<file path="src/rtl/clkgen_pkg.sv">
package clkgen_pkg;
  localparam int SEL_W   = 3;
  localparam int RATIO_W = 8;
  localparam int NSRC    = 1 << SEL_W;
  localparam int ENB_W   = 4;
  localparam int CFG_W   = RATIO_W + SEL_W + 1;

  localparam logic [SEL_W-1:0] SRC_OFF   = 3'd6;
  localparam logic [SEL_W-1:0] SRC_CHAIN = 3'd7;

  localparam int ENB_OUT = 2;
  localparam int ENB_PER = 3;

  typedef struct packed {
    logic [RATIO_W-1:0] ratio_m1;
    logic [SEL_W-1:0]   sel;
    logic               inv;
  } stage_cfg_t;
endpackage

</file>
<file path="src/rtl/clkgen_regs.sv">
module clkgen_regs
  import clkgen_pkg::*;
#(
  parameter int NUM_STAGES = 2
) (
  input  logic                         clk_i,
  input  logic                         rst_ni,
  input  logic                         we_i,
  input  logic [1:0]                   addr_i,
  input  logic [31:0]                  wdata_i,
  output logic [31:0]                  rdata_o,
  output logic [ENB_W-1:0]             enb_o,
  output stage_cfg_t [NUM_STAGES-1:0]  cfg_o
);

  // stage s lives at word 1 + 2*s
  function automatic logic [1:0] stage_addr(int s);
    return 2'(1 + 2 * s);
  endfunction

  logic [31:0] rd_next;
  logic        unused_wdata;
  assign unused_wdata = ^{wdata_i[31:CFG_W+1], wdata_i[0]};

  always_ff @(posedge clk_i or negedge rst_ni) begin
    if (!rst_ni) begin
      enb_o <= '0;
      cfg_o <= '0;
    end else if (we_i) begin
      if (addr_i == 2'd0) enb_o <= wdata_i[ENB_W-1:0];
      for (int s = 0; s < NUM_STAGES; s++) begin
        if (addr_i == stage_addr(s)) cfg_o[s] <= stage_cfg_t'(wdata_i[CFG_W:1]);
      end
    end
  end

  always_comb begin
    rd_next = '0;
    if (addr_i == 2'd0) rd_next[ENB_W-1:0] = enb_o;
    for (int s = 0; s < NUM_STAGES; s++) begin
      if (addr_i == stage_addr(s)) rd_next[CFG_W:1] = cfg_o[s];
    end
  end

  always_ff @(posedge clk_i or negedge rst_ni) begin
    if (!rst_ni) rdata_o <= '0;
    else         rdata_o <= rd_next;
  end

  p_enb_write_r2: assert property (@(posedge clk_i) disable iff (!rst_ni)
    (we_i && addr_i == 2'd0) |=> (enb_o == $past(wdata_i[ENB_W-1:0])));

endmodule

</file>
<file path="src/rtl/clkgen_stage.sv">
module clkgen_stage
  import clkgen_pkg::*;
#(
  parameter bit CHAIN = 1'b0
) (
  input  logic            clk_i,
  input  logic            rst_ni,
  input  logic [NSRC-1:0] src_i,
  input  logic            up_idle_i,
  input  stage_cfg_t      cfg_i,
  output logic            div_o,
  output logic            idle_o
);

  stage_cfg_t         act_q;
  logic [RATIO_W-1:0] cnt_q, cnt_nxt;
  logic               prev_q, raw_q;
  logic               lvl, rise, tc, ratio1, idle;
  logic [RATIO_W:0]   half;

  assign lvl    = src_i[act_q.sel];
  assign rise   = lvl & ~prev_q;
  assign ratio1 = (act_q.ratio_m1 == '0);
  assign tc     = rise && (cnt_q == act_q.ratio_m1);
  assign half   = ({1'b0, act_q.ratio_m1} + 1'b1) >> 1;
  assign cnt_nxt = tc ? '0 : cnt_q + 1'b1;
  assign idle   = (act_q.sel == SRC_OFF) ||
                  ((act_q.sel == SRC_CHAIN) && (!CHAIN || up_idle_i));

  always_ff @(posedge clk_i or negedge rst_ni) begin
    if (!rst_ni) begin
      act_q  <= '0;
      cnt_q  <= '0;
      prev_q <= 1'b0;
      raw_q  <= 1'b0;
    end else begin
      prev_q <= lvl;
      if (idle) begin
        // no edges to wait for: adopt settings now, first rise is a terminal count
        act_q <= cfg_i;
        cnt_q <= cfg_i.ratio_m1;
        raw_q <= 1'b0;
      end else if (ratio1) begin
        raw_q <= lvl;
        if (rise) begin
          act_q <= cfg_i;
          cnt_q <= '0;
        end
      end else if (rise) begin
        cnt_q <= cnt_nxt;
        raw_q <= ({1'b0, cnt_nxt} < half);
        if (tc) act_q <= cfg_i;
      end
    end
  end

  assign div_o  = raw_q ^ act_q.inv;
  assign idle_o = idle;

  p_cnt_bound_r4: assert property (@(posedge clk_i) disable iff (!rst_ni)
    cnt_q <= act_q.ratio_m1);

  p_idle_low_r8: assert property (@(posedge clk_i) disable iff (!rst_ni)
    idle |=> !raw_q);

  p_act_hold_r9: assert property (@(posedge clk_i) disable iff (!rst_ni)
    (!idle && !rise) |=> $stable(act_q));

endmodule

</file>
<file path="src/rtl/clkgen_gate.sv">
module clkgen_gate (
  input  logic clk_i,
  input  logic rst_ni,
  input  logic div_i,
  input  logic out_en_i,
  input  logic bus_en_i,
  input  logic per_en_i,
  input  logic bus_clk_i,
  input  logic per_clk_i,
  output logic gen_clk_o,
  output logic bus_clk_o,
  output logic per_clk_o
);

  logic en_act_q;

  always_ff @(posedge clk_i or negedge rst_ni) begin
    if (!rst_ni) begin
      en_act_q  <= 1'b0;
      gen_clk_o <= 1'b0;
      bus_clk_o <= 1'b0;
      per_clk_o <= 1'b0;
    end else begin
      // enable follows the request only while the divided clock is low
      if (!div_i) en_act_q <= out_en_i;
      gen_clk_o <= div_i & en_act_q;
      bus_clk_o <= bus_clk_i & bus_en_i;
      per_clk_o <= per_clk_i & per_en_i;
    end
  end

  p_no_trunc_r10: assert property (@(posedge clk_i) disable iff (!rst_ni)
    $fell(gen_clk_o) |-> !$past(div_i));

  p_bus_gate_r11: assert property (@(posedge clk_i) disable iff (!rst_ni)
    bus_clk_o |-> $past(bus_en_i));

  p_per_gate_r11: assert property (@(posedge clk_i) disable iff (!rst_ni)
    per_clk_o |-> $past(per_en_i));

endmodule

</file>
<file path="src/rtl/clkgen_periph.sv">
module clkgen_periph
  import clkgen_pkg::*;
#(
  parameter int NUM_STAGES = 2
) (
  input  logic        clk_i,
  input  logic        rst_ni,
  input  logic        we_i,
  input  logic [1:0]  addr_i,
  input  logic [31:0] wdata_i,
  output logic [31:0] rdata_o,
  input  logic [3:0]  pll_clk_i,
  input  logic [1:0]  ext_clk_i,
  input  logic        bus_clk_i,
  input  logic        per_clk_i,
  output logic        gen_clk_o,
  output logic        bus_clk_o,
  output logic        per_clk_o
);

  localparam int LAST = NUM_STAGES - 1;

  logic [ENB_W-1:0]            enb;
  stage_cfg_t [NUM_STAGES-1:0] cfg;
  logic [NUM_STAGES-1:0]       stage_out, stage_idle;
  logic                        unused_idle;

  assign unused_idle = stage_idle[LAST];

  clkgen_regs #(.NUM_STAGES(NUM_STAGES)) i_regs (
    .clk_i, .rst_ni, .we_i, .addr_i, .wdata_i, .rdata_o,
    .enb_o (enb),
    .cfg_o (cfg)
  );

  for (genvar s = 0; s < NUM_STAGES; s++) begin : g_stage
    logic [NSRC-1:0] src;
    if (s == 0) begin : g_first
      assign src = {1'b0, 1'b0, ext_clk_i, pll_clk_i};
      clkgen_stage #(.CHAIN(1'b0)) i_stage (
        .clk_i, .rst_ni, .src_i(src), .up_idle_i(1'b1), .cfg_i(cfg[s]),
        .div_o(stage_out[s]), .idle_o(stage_idle[s])
      );
    end else begin : g_next
      assign src = {stage_out[s-1], 1'b0, ext_clk_i, pll_clk_i};
      clkgen_stage #(.CHAIN(1'b1)) i_stage (
        .clk_i, .rst_ni, .src_i(src), .up_idle_i(stage_idle[s-1]), .cfg_i(cfg[s]),
        .div_o(stage_out[s]), .idle_o(stage_idle[s])
      );
    end
  end

  clkgen_gate i_gate (
    .clk_i, .rst_ni,
    .div_i     (stage_out[LAST]),
    .out_en_i  (enb[ENB_OUT]),
    .bus_en_i  (&enb[1:0]),
    .per_en_i  (enb[ENB_PER]),
    .bus_clk_i, .per_clk_i, .gen_clk_o, .bus_clk_o, .per_clk_o
  );

endmodule

</file>
<file path="config.mk">
export PLATFORM = sky130hd
export DESIGN_NAME = clkgen_periph
export DESIGN_NICKNAME = d
export VERILOG_FILES = /design/src/rtl/clkgen_pkg.sv /design/src/rtl/clkgen_regs.sv /design/src/rtl/clkgen_stage.sv /design/src/rtl/clkgen_gate.sv /design/src/rtl/clkgen_periph.sv
export SDC_FILE = /design/constraint.sdc
export NUM_CORES = 1
export LEC_CHECK = 0
export BUFFER_PORTS_ARGS = -buffer_cell sky130_fd_sc_hd__buf_2
export CORE_ASPECT_RATIO = 0.7
export CORE_UTILIZATION = 61
export DETAILED_ROUTE_END_ITERATION = 6
export PLACE_DENSITY_LB_ADDON = 0.3
export SETUP_SLACK_MARGIN = 0.4
export SLEW_MARGIN = 40
export SYNTH_ARGS = -nofsm -noshare
export SYNTH_HDL_FRONTEND = slang
export SYNTH_HIERARCHICAL = 1
export SYNTH_SLANG_ARGS = --single-unit
</file>
<file path="constraint.sdc">
create_clock -name clk_i -period 6.3 [get_ports clk_i]
set_input_delay 0.63 -clock clk_i [delete_from_list [all_inputs] [get_ports clk_i]]
set_output_delay 0.63 -clock clk_i [all_outputs]
set_load 0.05 [all_outputs]
</file>
Word-level counts from Yosys, hierarchy flattened --
Index checks and enable logic that the tools add are counted.
Storage, ports and cells: flip-flop bits (word level) 89, bits in latches 0, memory bits (writable) 0, bits in read-only memories 0, output and inout port bits 35, logic and storage cells 102, memories kept 0
Cells by class: add/subtract/negate cells 4, multipliers 0, divide/modulo/power cells 0, magnitude comparators 4, equality and inequality tests 8, shift operators 0, mux-type cells 33, bitwise logic cells 9, reductions and logical operators 20
Operator list (count):
- $mux W12 | 12
- $mux W8 | 10
- $add A8 B1 Y9 const B | 2
- $add A8 B1 Y8 const B | 2
- $eq A8 B8 Y1 | 2
- $logic_not A8 Y1 | 2
- $lt A8 B8 Y1 | 2
- $eq A3 B3 Y1 const B | 4
- $reduce_and A2 Y1 | 6
- $reduce_bool A3 Y1 | 4
- $lt A3 B4 Y1 const B | 2
- $mux W1 | 8
- $bmux W1 S3 | 2
- $and A1 B1 Y1 | 5
- $mux W4 | 1
- $reduce_bool A2 Y1 | 2
- $logic_and A1 B1 Y1 | 3
- $eq A2 B1 Y1 const B | 1
- $eq A2 B2 Y1 const B | 1
- $logic_not A2 Y1 | 1
- $logic_or A1 B1 Y1 | 2
- $not A1 Y1 | 2
- $xor A1 B1 Y1 | 2

Longest topological paths before layout --
depth in word-level cells 10, gate-level depth with buffers 12, mapped depth without buffers 12

Hierarchy --
The synthesis kept the hierarchy.
By module, submodules not included:
- clkgen_regs | times used 1, cells each 126, area each 1845.5 um^2, seq. area each 1026.0 um^2
- clkgen_stage (g_stage[0].g_first.i_stage) | times used 1, cells each 174, area each 1759.2 um^2, seq. area each 550.5 um^2
- clkgen_stage (g_stage[1].g_next.i_stage) | times used 1, cells each 177, area each 1734.2 um^2, seq. area each 550.5 um^2
- clkgen_gate | times used 1, cells each 8, area each 135.1 um^2, seq. area each 100.1 um^2
- clkgen_periph | times used 1, cells each 3, area each 13.8 um^2, seq. area each 0.0 um^2

Worst setup path before layout --
OpenSTA, ideal clock, no wires.
path kind in2reg, start point input port ext_clk_i[1], end point register g_stage[1].g_next.i_stage.raw_q, library setup time 116 ps, arrival 2545 ps, required time 6184 ps, slack 3639 ps, cell stages on the path 11, cell sequence mux2i_1 > a22oi_4 > nand4_4 > nor3_2 > nor2_1 > ha_1 > nand4_1 > nor3_1 > a2111oi_0 > nand4b_1 > o311ai_0
Between the ends: cells in the longest elaborated chain, start to end 9, elaborated cells on any way between the ends 10, classes of those cells order compare: 1; mux: 6; bitwise: 1; reduce/logical: 2
Ends and longest elaborated chain:
- start, declared | RTL line clkgen_periph.sv:13 | input logic [1:0] ext_clk_i,
- $bmux W1 S3 * | RTL line clkgen_stage.sv:21 | assign lvl = src_i[act_q.sel];
- $mux W1 (not written as such) * | RTL line clkgen_stage.sv:21
- $and A1 B1 Y1 | RTL line clkgen_stage.sv:22 | assign rise = lvl & ~prev_q;
- $logic_and A1 B1 Y1 | RTL line clkgen_stage.sv:24 | assign tc = rise && (cnt_q == act_q.ratio_m1);
- $mux W8 | RTL line clkgen_stage.sv:26 | assign cnt_nxt = tc ? '0 : cnt_q + 1'b1;
- $lt A8 B8 Y1 | RTL line clkgen_stage.sv:51 | raw_q <= ({1'b0, cnt_nxt} < half);
- $mux W1 | RTL line clkgen_stage.sv:49 | end else if (rise) begin
- $mux W1 | RTL line clkgen_stage.sv:43 | end else if (ratio1) begin
- $mux W1 | RTL line clkgen_stage.sv:38 | if (idle) begin
- end signal, assigned | RTL line clkgen_stage.sv:44 | raw_q <= lvl;
- end signal, assigned | RTL line clkgen_stage.sv:51
- end, declared | RTL line clkgen_stage.sv:17 | logic prev_q, raw_q;
Every way passes the cells marked *; elsewhere a longest branch is shown, timed or not. The select of a mux whose other input is x is not followed. A chain may end at the register's enable or synchronous reset.

Final worst setup path --
start point register g_stage[1].g_next.i_stage/act_q[3] (netlist bit), end point register g_stage[1].g_next.i_stage.raw_q
Between the ends: cells in the longest elaborated chain, start to end 9, elaborated cells on any way between the ends 14, classes of those cells order compare: 1; eq/ne: 2; mux: 6; bitwise: 1; reduce/logical: 4
Ends and longest elaborated chain:
- start, declared | RTL line clkgen_stage.sv:15 | stage_cfg_t act_q;
- start signal, assigned | RTL line clkgen_stage.sv:40 | act_q <= cfg_i;
- start signal, assigned | RTL line clkgen_stage.sv:46 | act_q <= cfg_i;
- start signal, assigned | RTL line clkgen_stage.sv:52 | if (tc) act_q <= cfg_i;
- $bmux W1 S3 | RTL line clkgen_stage.sv:21
- $mux W1 (not written as such) | RTL line clkgen_stage.sv:21
- $and A1 B1 Y1 | RTL line clkgen_stage.sv:22
- $logic_and A1 B1 Y1 | RTL line clkgen_stage.sv:24
- $mux W8 | RTL line clkgen_stage.sv:26
- $lt A8 B8 Y1 | RTL line clkgen_stage.sv:51
- $mux W1 | RTL line clkgen_stage.sv:49
- $mux W1 | RTL line clkgen_stage.sv:43
- $mux W1 | RTL line clkgen_stage.sv:38
Several ways; a longest one is shown, not always the timed one. The select of a mux whose other input is x is not followed.

==> results.txt <==
The total number of vias is 3770. The I/O pin total is 80. The transition time of the tightest slew-check pin is 687 ps.

STA classifies the critical path startpoint as a register. The share of the clock period used by the worst path after layout came out at 50.3%. In the final layout, the multi-input gates occupy 0.00293 mm^2. Summed over all cells, the static leakage comes to 2.77 nW. The via count of the first global-routing pass came out at 3711. The H-tree was split into 3 levels. TritonCTS built the clock tree.

The tool flagged a number of max-cap violations equal to 0. The cell area after synthesis came out at 0.00548 mm^2. Summing all flip-flop and latch instances after layout gives 0.00223 mm^2. Using the TritonRoute via totals, the vias-per-cell ratio works out to 5.88. The power dissipated by switching net loads is 0.000973 W. The layout overhead on the synthesized area came out at 7.14%. Measured along the y axis, the die boundary spans 81.3 um. The remaining number of nets flagged by the antenna check after routing came out at 0. The number of gates resized after cts is 0. In the final design database the tool counted 581 nets. Setup repair after global routing left no endpoint under its margin. The clock tree skew after final layout is 6.93 ps. The buffer type at the clock tree root is sky130_fd_sc_hd__clkbuf_16.

The power per cell area is 417 mW/mm^2. The sequential fraction of design power came out at 38.0%. The x dimension of the die is 115 um.

The share of total power in the clock network came out at 21.7%. STA classifies the critical path endpoint as a register. The wire length reported by the detailed router came out at 11600 um. The later-pin clock latency in the skew report is 340 ps. After clock tree synthesis, the clock-pin slew on the worst setup and hold paths is 60 ps. The number of placement rows came out at 28. The residual DRC count came out at 0. In this run, placement finished with an instance count of 625.

The number of hold buffers added after cts came out at 0. The count of pins over their slew limit came out at 0. Synthesis produced a netlist whose cell count is 487.

The final RePlAce weighted congestion is 0.949. The die outline area came out at 0.00938 mm^2. The total half-perimeter wirelength after legalization and detailed placement is 8440 um.

For this run, the share of the core covered by cells in the final layout is 68.5%. The largest voltage drop on the vdd net is 0.249 mV. The highest clock frequency the design can meet is 0.316 GHz. The total congestion overflow is 0. The clock period minus final worst setup slack came out at 3170 ps. The final hold violation count is 0.

The count of cells in the finished layout, fillers not included, comes to 641. The number of buffers inserted during clock tree synthesis came out at 9. Adding up every negative setup slack in the final design gives 0 ps.

The first global-routing pass estimated 19200 um of wire. The number of iterations in the first detailed-routing pass is 5. The number of post-CTS setup repair buffers is 0. Measured against its own limit, the worst slew margin works out to 54.1%. The combined global-route utilization of all metal layers is 27.5%. The post-synthesis average cell area is 11.3 um^2. The longest clock path from root to sink contains 2 buffers. The switching fraction of total power came out at 39.7%. Buffers placed on the I/O ports in this run total 41. Setup violations remaining at the end of the flow were counted as 0.

The final total power is 0.00245 W. The largest net degree at the start of global routing is 63. The data arrival time at the worst-slack endpoint is 3390 ps. 0 antenna diodes ended up in the layout.

The violation count after the first detailed-route iteration came out at 213. The number of sinks on the clock net came out at 89. The worst hold path belongs to the class input port to asynchronous set/reset pin. Along the worst path, the maximum fanout reaches 9. The power share of the combinational group came out at 40.3%.

In the final routed layout, each cell accounts on average for 18.1 um. The starting density of the core is 63.9%. Of the cells placed in the final design, the portion with a size suffix greater than 1 is 24.6%.

The fill cell instance count of the final layout is 642. The floorplan core area came out at 0.00858 mm^2. Data on the critical path is required at its endpoint by 6530 ps. The internal portion of the total power is 0.00148 W. The run finished with clean final reports. The worst setup path is of the register to register kind. For this run, the number of Yosys warnings is 6. The worst-case hold slack came out at 195 ps.

The initial antenna violation count came out at 0.
power by group through the flow:
| stage | sequential (W) | combinational [W] | clock, W |
|---|---|---|---|
| 2_1_floorplan | 0.000888 | 0.000838 | 0 |
| 3_3_place_gp | 0.000925 | 0.000937 | 0 |
| 3_5_place_dp | 0.000934 | 0.000977 | 0 |
| 4_1_cts | 0.000926 | 0.000985 | 0.000541 |
| 5_1_grt | 0.000954 | 0.00110 | 0.000562 |
| 6_report | 0.000931 | 0.000988 | 0.000530 |
layer usage:
layer | wire (um) | up-vias | part of all wire (%) | track usage (%)
li1 | - | 1758 | - | -
met1 | 5500 | 1849 | 47 | 38.8
met2 | 5190 | 148 | 45 | 42.6
met3 | 746 | 15 | 6.4 | 6.72
met4 | 144 | 0 | 1.2 | 7.27
met5 | 0 | - | 0 | 0
critical path: stages, from the launching register on:
cell                        delay, ps
sky130_fd_sc_hd__dfrtp_1          520
sky130_fd_sc_hd__mux2i_1          200
sky130_fd_sc_hd__a22oi_4          280
sky130_fd_sc_hd__nand4_4          220
sky130_fd_sc_hd__nor3_2           400
sky130_fd_sc_hd__nor2_1           110
sky130_fd_sc_hd__ha_1             330
sky130_fd_sc_hd__nand4_1          160
sky130_fd_sc_hd__nor3_1            70
sky130_fd_sc_hd__a2111oi_0        400
sky130_fd_sc_hd__nand4b_1         210
sky130_fd_sc_hd__o311ai_0         140
cell type report:
class,count,area share [%]
clock buffer,10,3.90
clock inverter,6,1.13
inverter,15,0.958
multi-input combinational,359,49.8
sequential,89,37.9
tap,120,2.56
timing repair buffer,42,3.73
placed cells by master (no fill, tap or decap), types with 19 or more instances in the layout:
master / n
sky130_fd_sc_hd__xnor2_1: 23
sky130_fd_sc_hd__conb_1: 22
sky130_fd_sc_hd__nand2_1: 23
sky130_fd_sc_hd__mux2_4: 27
sky130_fd_sc_hd__xor2_1: 19
sky130_fd_sc_hd__mux2i_1: 19
sky130_fd_sc_hd__nor2_1: 25
sky130_fd_sc_hd__mux2_2: 20
sky130_fd_sc_hd__nand3_1: 25
sky130_fd_sc_hd__ha_1: 20
sky130_fd_sc_hd__dfrtp_1: 89
sky130_fd_sc_hd__buf_2: 40
stage by stage:
| stage | area, um^2 | setup slack, ps |
|---|---|---|
| 6_report | 5880 | 3130 |
| 5_1_grt | 5880 | 2780 |
| 4_1_cts | 5870 | 3180 |
| 3_5_place_dp | 5580 | 3080 |
| 3_3_place_gp | 5580 | 3120 |
| 2_1_floorplan | 5560 | 3640 |
state kept, by name, indices dropped and copies added, names as in the netlist:
register / cells
i_gate/bus_clk_o: 1
g_stage.g_first.i_stage/act_q: 12
i_regs/cfg_o: 24
i_gate/gen_clk_o: 1
g_stage.g_next.i_stage/act_q: 12
i_regs/enb_o: 4
i_gate/en_act_q: 1
i_gate/per_clk_o: 1
i_regs/rdata_o: 13
g_stage.g_first.i_stage/raw_q: 1
g_stage.g_first.i_stage/prev_q: 1
g_stage.g_first.i_stage/cnt_q: 8
g_stage.g_next.i_stage/prev_q: 1
g_stage.g_next.i_stage/cnt_q: 8
g_stage.g_next.i_stage/raw_q: 1
worst paths after layout:
check                                                   startpoint                                  end  slack (ps)  cells past startpoint
worst max-delay path            g_stage[1].g_next.i_stage/act_q[3]      g_stage[1].g_next.i_stage/raw_q        3130                     11
worst min-delay path                                        rst_ni  g_stage[0].g_first.i_stage/act_q[1]         200                      1
worst max register to register  g_stage[1].g_next.i_stage/act_q[3]      g_stage[1].g_next.i_stage/raw_q        3130                     11
worst min register to register                     i_gate/en_act_q                      i_gate/en_act_q         510                      1
max in group asynchronous                                   rst_ni  g_stage[0].g_first.i_stage/act_q[5]        5240                      2
min in group clk_i                                       per_clk_i                     i_gate/per_clk_o         500                      2
No activity file was read; power rests on OpenSTA's default activity.
